[src/rtl/cdfa_pkg.sv]
package cdfa_pkg;

    typedef enum logic [1:0] {
        SEL_CLASS   = 2'd0,
        SEL_BASE    = 2'd1,
        SEL_ENTRY   = 2'd2,
        SEL_DEFAULT = 2'd3
    } tbl_sel_e;

    typedef enum logic {
        PIPE_IDLE = 1'b0,
        PIPE_BUSY = 1'b1
    } pipe_state_e;

endpackage

[src/rtl/cdfa_ctrl.sv]
module cdfa_ctrl
    import cdfa_pkg::*;
(
    input  logic clk,
    input  logic rst_n,
    input  logic clr,
    input  logic in_valid,
    input  logic wr_en,
    output logic busy,
    output logic step,
    output logic wr_ok
);

    pipe_state_e cur_q;
    pipe_state_e nxt;

    always_comb begin
        nxt = cur_q;
        unique case (cur_q)
            PIPE_IDLE: nxt = in_valid ? PIPE_BUSY : PIPE_IDLE;
            PIPE_BUSY: nxt = in_valid ? PIPE_BUSY : PIPE_IDLE;
            default:   nxt = PIPE_IDLE;
        endcase
        if (clr) nxt = PIPE_IDLE;
    end

    // state register
    always_ff @(posedge clk or negedge rst_n) begin
        if (!rst_n) cur_q <= PIPE_IDLE;
        else        cur_q <= nxt;
    end

    // outputs
    always_comb begin
        busy  = 1'b0;
        step  = 1'b0;
        wr_ok = 1'b0;
        unique case (cur_q)
            PIPE_IDLE: wr_ok = wr_en && !in_valid;
            PIPE_BUSY: begin
                busy = 1'b1;
                step = !clr;
            end
            default: ;
        endcase
    end

endmodule

[src/rtl/cdfa_class_map.sv]
module cdfa_class_map #(
    parameter int CW     = 2,
    parameter int DATA_W = 16,
    parameter int ADDR_W = 8
) (
    input  logic              clk,
    input  logic              rst_n,
    input  logic              we,
    input  logic [ADDR_W-1:0] waddr,
    input  logic [DATA_W-1:0] wdata,
    input  logic [7:0]        rbyte,
    output logic [CW-1:0]     cls_q
);

    localparam int ENTRIES = 256;

    logic [CW-1:0] map_mem [ENTRIES];
    wire unused_wbits = ^{wdata[DATA_W-1:CW], waddr};

    always_ff @(posedge clk or negedge rst_n) begin
        if (!rst_n) begin
            for (int i = 0; i < ENTRIES; i++) map_mem[i] <= '0;
            cls_q <= '0;
        end else begin
            if (we) map_mem[waddr[7:0]] <= wdata[CW-1:0];
            cls_q <= map_mem[rbyte];
        end
    end

endmodule

[src/rtl/cdfa_trans_table.sv]
module cdfa_trans_table
    import cdfa_pkg::*;
#(
    parameter int NUM_STATES = 8,
    parameter int NUM_CLASSES = 4,
    parameter int PACK_DEPTH = 16,
    parameter int DATA_W     = 16,
    parameter int ADDR_W     = 8
) (
    input  logic                          clk,
    input  logic                          rst_n,
    input  logic                          we,
    input  logic [1:0]                    wsel,
    input  logic [ADDR_W-1:0]             waddr,
    input  logic [DATA_W-1:0]             wdata,
    input  logic [$clog2(NUM_STATES)-1:0] cur_state,
    input  logic [$clog2(NUM_CLASSES)-1:0] cls,
    output logic [$clog2(NUM_STATES)-1:0] next_state,
    output logic                          next_accept
);

    localparam int SW = $clog2(NUM_STATES);
    localparam int PW = $clog2(PACK_DEPTH);

    logic [PW-1:0] base_mem [NUM_STATES];
    logic [SW-1:0] dflt_mem [NUM_STATES];
    logic          acc_mem  [NUM_STATES];
    logic [SW-1:0] nxt_mem  [PACK_DEPTH];
    logic [SW-1:0] own_mem  [PACK_DEPTH];

    wire unused_wbits = ^wdata[DATA_W-1:2*SW];

    always_ff @(posedge clk or negedge rst_n) begin
        if (!rst_n) begin
            for (int s = 0; s < NUM_STATES; s++) begin
                base_mem[s] <= '0;
                dflt_mem[s] <= '0;
                acc_mem[s]  <= 1'b0;
            end
            for (int e = 0; e < PACK_DEPTH; e++) begin
                nxt_mem[e] <= '0;
                own_mem[e] <= '0;
            end
        end else if (we) begin
            unique case (tbl_sel_e'(wsel))
                SEL_BASE:
                    if (waddr < ADDR_W'(NUM_STATES))
                        base_mem[waddr[SW-1:0]] <= wdata[PW-1:0];
                SEL_ENTRY:
                    if (waddr < ADDR_W'(PACK_DEPTH)) begin
                        nxt_mem[waddr[PW-1:0]] <= wdata[SW-1:0];
                        own_mem[waddr[PW-1:0]] <= wdata[2*SW-1:SW];
                    end
                SEL_DEFAULT:
                    if (waddr < ADDR_W'(NUM_STATES)) begin
                        dflt_mem[waddr[SW-1:0]] <= wdata[SW-1:0];
                        acc_mem[waddr[SW-1:0]]  <= wdata[SW];
                    end
                default: ;
            endcase
        end
    end

    logic [PW-1:0] slot;
    logic          owned;

    always_comb begin
        slot        = base_mem[cur_state] + PW'(cls);
        owned       = (own_mem[slot] == cur_state);
        next_state  = owned ? nxt_mem[slot] : dflt_mem[cur_state];
        next_accept = acc_mem[next_state];
    end

endmodule

[src/rtl/class_dfa_scan.sv]
module class_dfa_scan
    import cdfa_pkg::*;
#(
    parameter int NUM_STATES  = 8,
    parameter int NUM_CLASSES = 4,
    parameter int PACK_DEPTH  = 16,
    parameter int DATA_W      = 16,
    parameter int ADDR_W      = 8
) (
    input  logic                          clk,
    input  logic                          rst_n,
    input  logic                          clr,
    input  logic                          in_valid,
    input  logic [7:0]                    in_byte,
    input  logic                          wr_en,
    input  logic [1:0]                    wr_sel,
    input  logic [ADDR_W-1:0]             wr_addr,
    input  logic [DATA_W-1:0]             wr_data,
    output logic [$clog2(NUM_STATES)-1:0] dfa_state,
    output logic                          match
);

    localparam int SW = $clog2(NUM_STATES);
    localparam int CW = $clog2(NUM_CLASSES);

    logic          pipe_busy;
    logic          pipe_step;
    logic          wr_ok;
    logic [CW-1:0] cls_q;
    logic [SW-1:0] nxt_state;
    logic          nxt_accept;
    logic          map_we;
    logic          tbl_we;

    assign map_we = wr_ok && (tbl_sel_e'(wr_sel) == SEL_CLASS);
    assign tbl_we = wr_ok && (tbl_sel_e'(wr_sel) != SEL_CLASS);

    cdfa_ctrl u_ctrl (
        .clk      (clk),
        .rst_n    (rst_n),
        .clr      (clr),
        .in_valid (in_valid),
        .wr_en    (wr_en),
        .busy     (pipe_busy),
        .step     (pipe_step),
        .wr_ok    (wr_ok)
    );

    cdfa_class_map #(.CW(CW), .DATA_W(DATA_W), .ADDR_W(ADDR_W)) u_map (
        .clk   (clk),
        .rst_n (rst_n),
        .we    (map_we),
        .waddr (wr_addr),
        .wdata (wr_data),
        .rbyte (in_byte),
        .cls_q (cls_q)
    );

    cdfa_trans_table #(
        .NUM_STATES (NUM_STATES),
        .NUM_CLASSES(NUM_CLASSES),
        .PACK_DEPTH (PACK_DEPTH),
        .DATA_W     (DATA_W),
        .ADDR_W     (ADDR_W)
    ) u_tbl (
        .clk        (clk),
        .rst_n      (rst_n),
        .we         (tbl_we),
        .wsel       (wr_sel),
        .waddr      (wr_addr),
        .wdata      (wr_data),
        .cur_state  (dfa_state),
        .cls        (cls_q),
        .next_state (nxt_state),
        .next_accept(nxt_accept)
    );

    always_ff @(posedge clk or negedge rst_n) begin
        if (!rst_n) begin
            dfa_state <= '0;
            match     <= 1'b0;
        end else if (clr) begin
            dfa_state <= '0;
            match     <= 1'b0;
        end else if (pipe_step) begin
            dfa_state <= nxt_state;
            match     <= nxt_accept;
        end else begin
            match     <= 1'b0;
        end
    end

endmodule

[config.mk]
export PLATFORM = sky130hd
export DESIGN_NAME = class_dfa_scan
export DESIGN_NICKNAME = d
export VERILOG_FILES = /design/src/rtl/cdfa_pkg.sv /design/src/rtl/cdfa_ctrl.sv /design/src/rtl/cdfa_class_map.sv /design/src/rtl/cdfa_trans_table.sv /design/src/rtl/class_dfa_scan.sv
export SDC_FILE = /design/constraint.sdc
export NUM_CORES = 1
export LEC_CHECK = 0
export ABC_AREA = 1
export BUFFER_PORTS_ARGS = -buffer_cell sky130_fd_sc_hd__buf_4
export CELL_PAD_IN_SITES_DETAIL_PLACEMENT = 0
export CELL_PAD_IN_SITES_GLOBAL_PLACEMENT = 1
export CORE_MARGIN = 8
export CORE_UTILIZATION = 50
export CTS_BUF_LIST = sky130_fd_sc_hd__clkbuf_8
export CTS_CLUSTER_SIZE = 20
export DETAILED_ROUTE_END_ITERATION = 8
export PLACE_DENSITY = 0.89
export SLEW_MARGIN = 20
export SYNTH_ARGS = -nofsm -noshare
export SYNTH_HDL_FRONTEND = slang
export SYNTH_SLANG_ARGS = --single-unit
[constraint.sdc]
create_clock -name clk -period 5 [get_ports clk]
set_input_delay 0.5 -clock clk [delete_from_list [all_inputs] [get_ports clk]]
set_output_delay 0.5 -clock clk [all_outputs]
set_load 0.005 [all_outputs]
Yosys cells after proc, flatten, opt, wreduce, memory -nomap -nowiden:

Cells that the tools add are included.

* flip-flop bits (word level): 679
* output and inout port bits: 4

* multiplexer cells: 43
* equality and inequality tests: 4
* bitwise operators: 7
* add/sub/neg operators: 1
* reduce and logical (&&, ||, !) cells: 14
* magnitude comparators: 12

Operators by type and width (number)
* $bwmux 512: 1
* $bwmux 48: 2
* $mux 3: 11
* $bwmux 32: 1
* $bmux 3 s4: 2
* $bwmux 24: 1
* $ge 9x9->1 const B: 2
* $not 8->9: 2
* $bmux 2 s8: 1
* $demux 2 s8: 1
* $bmux 4 s3: 1
* $demux 3 s4: 1
* $demux 4 s3: 1
* $ge 4x4->1 const B: 3
* $mux 4: 3
* $not 3->4: 3
* $ge 5x5->1 const B: 2
* $not 4->5: 2
* $bmux 3 s3: 1
* $demux 3 s3: 1
* $lt 9x1->1 const B: 1
* $mux 1: 9
* $reduce_and 3->1: 3
* $bwmux 8: 1
* other kinds (15): 25

Depth between registers and ports, before layout:

* depth in word-level cells: 17
* depth in mapped cells: 27

By module:

From an unflattened synthesis, not the netlist that was laid out.

* cells, all modules: 4129
* area total of the unflattened synthesis: 32469.9 um2

Modules (own cells, without submodules)
* cdfa_class_map: cells an instance 3123, area each 24429.7 um2, times used 1
* cdfa_trans_table: cells an instance 978, area each 7813.7 um2, times used 1
* class_dfa_scan: cells an instance 21, area each 171.4 um2, times used 1
* cdfa_ctrl: cells an instance 7, area each 55.1 um2, times used 1

Least setup slack after synthesis:

Ideal clock, no wire load.

* path kind: register to register
* start: reg dfa_state[0]
* end: reg match
* arrival: 3.489 ns
* cell stages (with the launch flop): 23
* setup slack: 1.393 ns
* required time: 4.883 ns
* setup time: 0.117 ns
* buffers on the path: 4
* cells stage by stage: dfrtp_1 > buf_4 > clkbuf_1 > o21ai_0 > o22ai_1 > nor2_1 > a31oi_1 > ha_1 > inv_1 > fa_1 > inv_1 > buf_2 > buf_2 > a21oi_1 > a32o_1 > o211ai_1 > nand2_1 > clkinv_1 > nand4_1 > nand3_1 > nand3_1 > nand3_1 > nand2_1

* cells in the longest elaborated chain, start to end: 17
* elaborated cells on any way between the ends: 23
* classes of those cells: add/sub: 1; eq/ne: 1; mux: 18; bitwise: 3

RTL lines
* from (decl): RTL line class_dfa_scan.sv:19 `output logic [$clog2(NUM_STATES)-1:0] dfa_state,`
* from (signal assigned): RTL line class_dfa_scan.sv:86 `dfa_state <= nxt_state;`
* $not 3->4 (not written as such): RTL line cdfa_trans_table.sv:68, cdfa_trans_table.sv:70
* $bmux 4 s3: RTL line cdfa_trans_table.sv:68 `slot = base_mem[cur_state] + PW'(cls);`
* $mux 4 (not written as such) (2 in a row): RTL line cdfa_trans_table.sv:68
* $add 4x2->4: RTL line cdfa_trans_table.sv:68
* $not 4->5 (not written as such): RTL line cdfa_trans_table.sv:69, cdfa_trans_table.sv:70
* $bmux 3 s4: RTL line cdfa_trans_table.sv:69 `owned = (own_mem[slot] == cur_state);`
* $mux 3 (not written as such) (2 in a row): RTL line cdfa_trans_table.sv:69
* $eq 3x3->1: RTL line cdfa_trans_table.sv:69
* $mux 3 *: RTL line cdfa_trans_table.sv:70 `next_state = owned ? nxt_mem[slot] : dflt_mem[cur_state];`
* $not 3->4 (not written as such) *: RTL line cdfa_trans_table.sv:71 `next_accept = acc_mem[next_state];`
* $bmux 1 s3 *: RTL line cdfa_trans_table.sv:71
* $mux 1 (not written as such) * (2 in a row): RTL line cdfa_trans_table.sv:71
* $mux 1 *: RTL line class_dfa_scan.sv:85 `end else if (pipe_step) begin`
* $mux 1 *: RTL line class_dfa_scan.sv:82 `end else if (clr) begin`
* to (signal assigned): RTL line class_dfa_scan.sv:87 `match <= nxt_accept;`
* to (decl): RTL line class_dfa_scan.sv:20 `output logic match`

Mark *: on every way between the ends. The rest lies on a longest branch, timed or not. The select of a mux whose other input is x is not followed.
A chain may end at the register's enable or synchronous reset.

Final worst setup path:

Ends and elaborated chain as after synthesis.

==> out/metrics.csv <==
stage;metric;value;unit
timing;minimum clock period;4470;ps
die;Die X-Extent;268;µm
critical_path;CP Capture Type;register;
timing;setup TNS;0;ps
timing;final worst setup slack;527;ps
detailed_routing;Via density;5.68;
grt;global-route wire length before repair;149;mm
yosys;cell count after synthesis;3936;
finish;Nets;3958;
yosys;dominant cell type by area after synthesis;dfrtp_1;
timing;final hold vios;0;
place;GP Congestion;0.854;
yosys;mapped cell area;0.0318;mm²
die;Die Ht;268;µm
job;max_cap viols;0;
detailed_routing;DRT antenna net count;0;
power_and_ir_drop;total leakage power;0.0164;µW
min_path;Hold/Removal Path Class;input pin to register;
place;PortBufs;32;
clock_tree;H-Tree Level Count;3;
critical_path;critical path data required time;5600;ps
clock_tree;CTS sink count;679;
min_path;hold depth;3;
min_path;HP Start;wr_data[4];
yosys;top-area cell type share of the netlist area;53.5;%
clock_tree;clk root buf;clkbuf_8;
power_and_ir_drop;peak supply drop;0.258;mV
place;Post-DP HPWL;54.9;mm
timing;f_max;0.224;GHz
timing;Final Slew Violations;0;
finish;flip-flop and latch area;0.0170;mm²
finish;# fillers;5920;
finish;multi-input logic area;0.0132;mm²
detailed_routing;Starting DRT DRC Count;2874;
finish;Layout area overhead;10.6;%
finish;post-route design area;0.0351;mm²
detailed_routing;Pre-Repair DR Iteration Count;6;
die;Std-Cell Core Area;0.0630;mm²
timing;RSZ-0062 raised after global routing;no;
grt;vias in the first global route;26300;
critical_path;Worst setup SP type;register;
detailed_routing;wire per inst;19.3;µm
clock_tree;clock transition at the registers of the reported paths;60;ps
yosys;synthesized flop and latch total;679;
timing;Final Skew;18.9;ps
place;setup slack at placement;595;ps
finish;share of layout cells above drive strength 1;8.33;%
min_path;hold path endpoint;u_tbl.own_mem[10];
die;row count;92;
timing;Slew HR;20.3;%
die;io pins;43;
yosys;Post-Syn Nets;3978;
yosys;part of the Yosys area used for sequential elements;53.5;%
clock_tree;clk_lat worst skew;700;ps
grt;Overflow after GRT;0;
run_status;status;finished, final reports clean;
grt;largest net degree at the start of global routing;181;
yosys;yosys warns;0;
critical_path;CP Max Fanout;26;
critical_path;reg2reg path depth;20;
clock_tree;CTS Buf Count;112;
critical_path;Worst EP arrival;5070;ps
critical_path;reg-to-reg endpoint;match;
grt;Total GRT Usage;26.1;%
power_and_ir_drop;Tot Pwr;12600;µW
yosys;Syn Area/Cell;8.07;µm²
die;starting density of the core;50.4;%
timing;final setup fails;0;
power_and_ir_drop;pwr dens;357;mW/mm²
detailed_routing;Routed WL;93.5;mm
die;die area;0.0718;mm²
clock_tree;CTS tree;built;
yosys;top post-synthesis cells by area;dfrtp_1, o21ai_0, nand2_1;
grt;antenna violations before repair;1;
clock_tree;CTS max path bufs;3;
timing;Tcrit/Tclk final;89.5;%
critical_path;WS Path Type;register to register;
place;Post-DP Area;0.0328;mm²
detailed_routing;Vias;27600;
timing;hold slack;198;ps
clock_tree;cts repair resizes;0;
yosys;Yosys cell types;41;
critical_path;Crit Reg-Reg Startpoint;dfa_state[0];
timing;slew of the pin with the lowest slew margin;1190;ps
detailed_routing;# DRC;0;
critical_path;r2r setup slk;530;ps
per-stage QoR:
step	utilization (%)	cells
after global placement	52.1	4645
after detailed placement	52.1	4645
final	55.8	4856
after CTS	55.8	4854
after global routing	55.8	4856
after floorplan	-	3936
power by group:
group,leakage [µW],internal [µW],total (µW),switching (µW)
sequential,0.00947,5540,5580,41.8
combinational,0.00562,626,2070,1450
clock,0.00133,2610,4900,2290
total,0.0164,8770,12600,3780
state kept, by name, indices dropped and copies added (netlist names):
signal and flops:
u_tbl.dflt_mem 24, u_tbl.acc_mem 8, u_tbl.own_mem 48, match 1
u_tbl.base_mem 32, u_tbl.nxt_mem 48, u_map.cls_q 2, u_map.map_mem 512
dfa_state 3, u_ctrl.cur_q 1
routing by layer:
| metal | wire (µm) | GRT usage [%] | vias to the layer above | share of wire [%] |
|---|---|---|---|---|
| met5 | 0 | 0 | - | 0 |
| li1 | - | - | 13200 | - |
| met1 | 42000 | 36.7 | 13400 | 45 |
| met3 | 6280 | 3.77 | 149 | 6.7 |
| met4 | 2370 | 8.47 | 0 | 2.5 |
| met2 | 42800 | 41.6 | 906 | 46 |
repair_timing:
action,4_1_cts,5_1_grt
buffers inserted,0,0
hold endpoints to repair,101,0
hold buffers,3,0
worst max-delay path: stages, from the launching register on:
cell and delay, ps:
dfrtp_1 760, inv_2 240, o21ai_0 200, o22ai_1 100, nor2_1 100, a31oi_1 80, ha_1 250, inv_1 70
fa_1 430, inv_1 620, o21ai_0 190, o22ai_1 200, nand3_1 90, nand3_1 140, nand3_1 110, nand2_2 150
nand4_1 220, nand3_1 150, nand3_1 80, nand3_1 90, nand2_1 60
how the worst max path moves through the flow:
stage / from / end / slack, ps / cells past startpoint
after floorplan: dfa_state[0] / match / 1390 / 22
after global placement: dfa_state[0] / match / 610 / 20
after detailed placement: dfa_state[0] / match / 590 / 20
after CTS: dfa_state[0] / match / 560 / 20
after global routing: dfa_state[0] / match / 160 / 20
final: dfa_state[0] / match / 530 / 20
area by class of cell:
cell class	instances	area share (%)
clock buffer	146	5.72
tap	846	3.01
timing repair buffer	103	2.57
inverter	172	1.90
clock inverter	60	0.773
sequential	679	48.4
multi-input combinational	2848	37.6
antenna	2	0.0142
cells in the final DEF, fill, tap and decap left out, types with 5 or more instances in the layout:
| master | count |
|---|---|
| nand3_1 | 79 |
| clkbuf_8 | 146 |
| buf_12 | 9 |
| a21oi_1 | 78 |
| o22ai_1 | 164 |
| nor2_2 | 19 |
| o32ai_1 | 5 |
| o221ai_1 | 9 |
| nor3_1 | 9 |
| nor4_2 | 5 |
| mux2i_1 | 32 |
| inv_2 | 6 |
| a32o_1 | 8 |
| o21ai_0 | 926 |
| nor2_1 | 454 |
| nand2_4 | 5 |
| dfrtp_1 | 679 |
| nand3_2 | 6 |
| inv_1 | 201 |
| o211ai_1 | 12 |
| buf_4 | 89 |
| o21ai_1 | 15 |
| nand2_1 | 985 |
| nand2_2 | 10 |
| clkinv_2 | 13 |
kinds of logic after synthesis:
logic type	count (synthesis)	share of synthesized area [%]
compound gates	1223	20.4
fa+ha+maj	3	0.142
buf+inv	409	5.08
flops	679	53.5
mux	32	1.01
simple gates	1590	19.9
synthesized netlist by cell type, drive strengths merged:
library cell  number
nand2           1000
o21ai            942
dfrtp            679
nor2             476
clkbuf           190
inv              169
o22ai            164
nand3             89
a21oi             78
buf               47
mux2i             32
o211ai            12
nor3              10
o221ai             9
a32o               8
nor4               5
o32ai              5
or2                4
clkinv             3
nand4              3
a22oi              2
ha                 2
a21o               1
a31oi              1
and2               1
and3               1
fa                 1
nor4b              1
o21bai             1
Power figures use the tool's default switching activity.
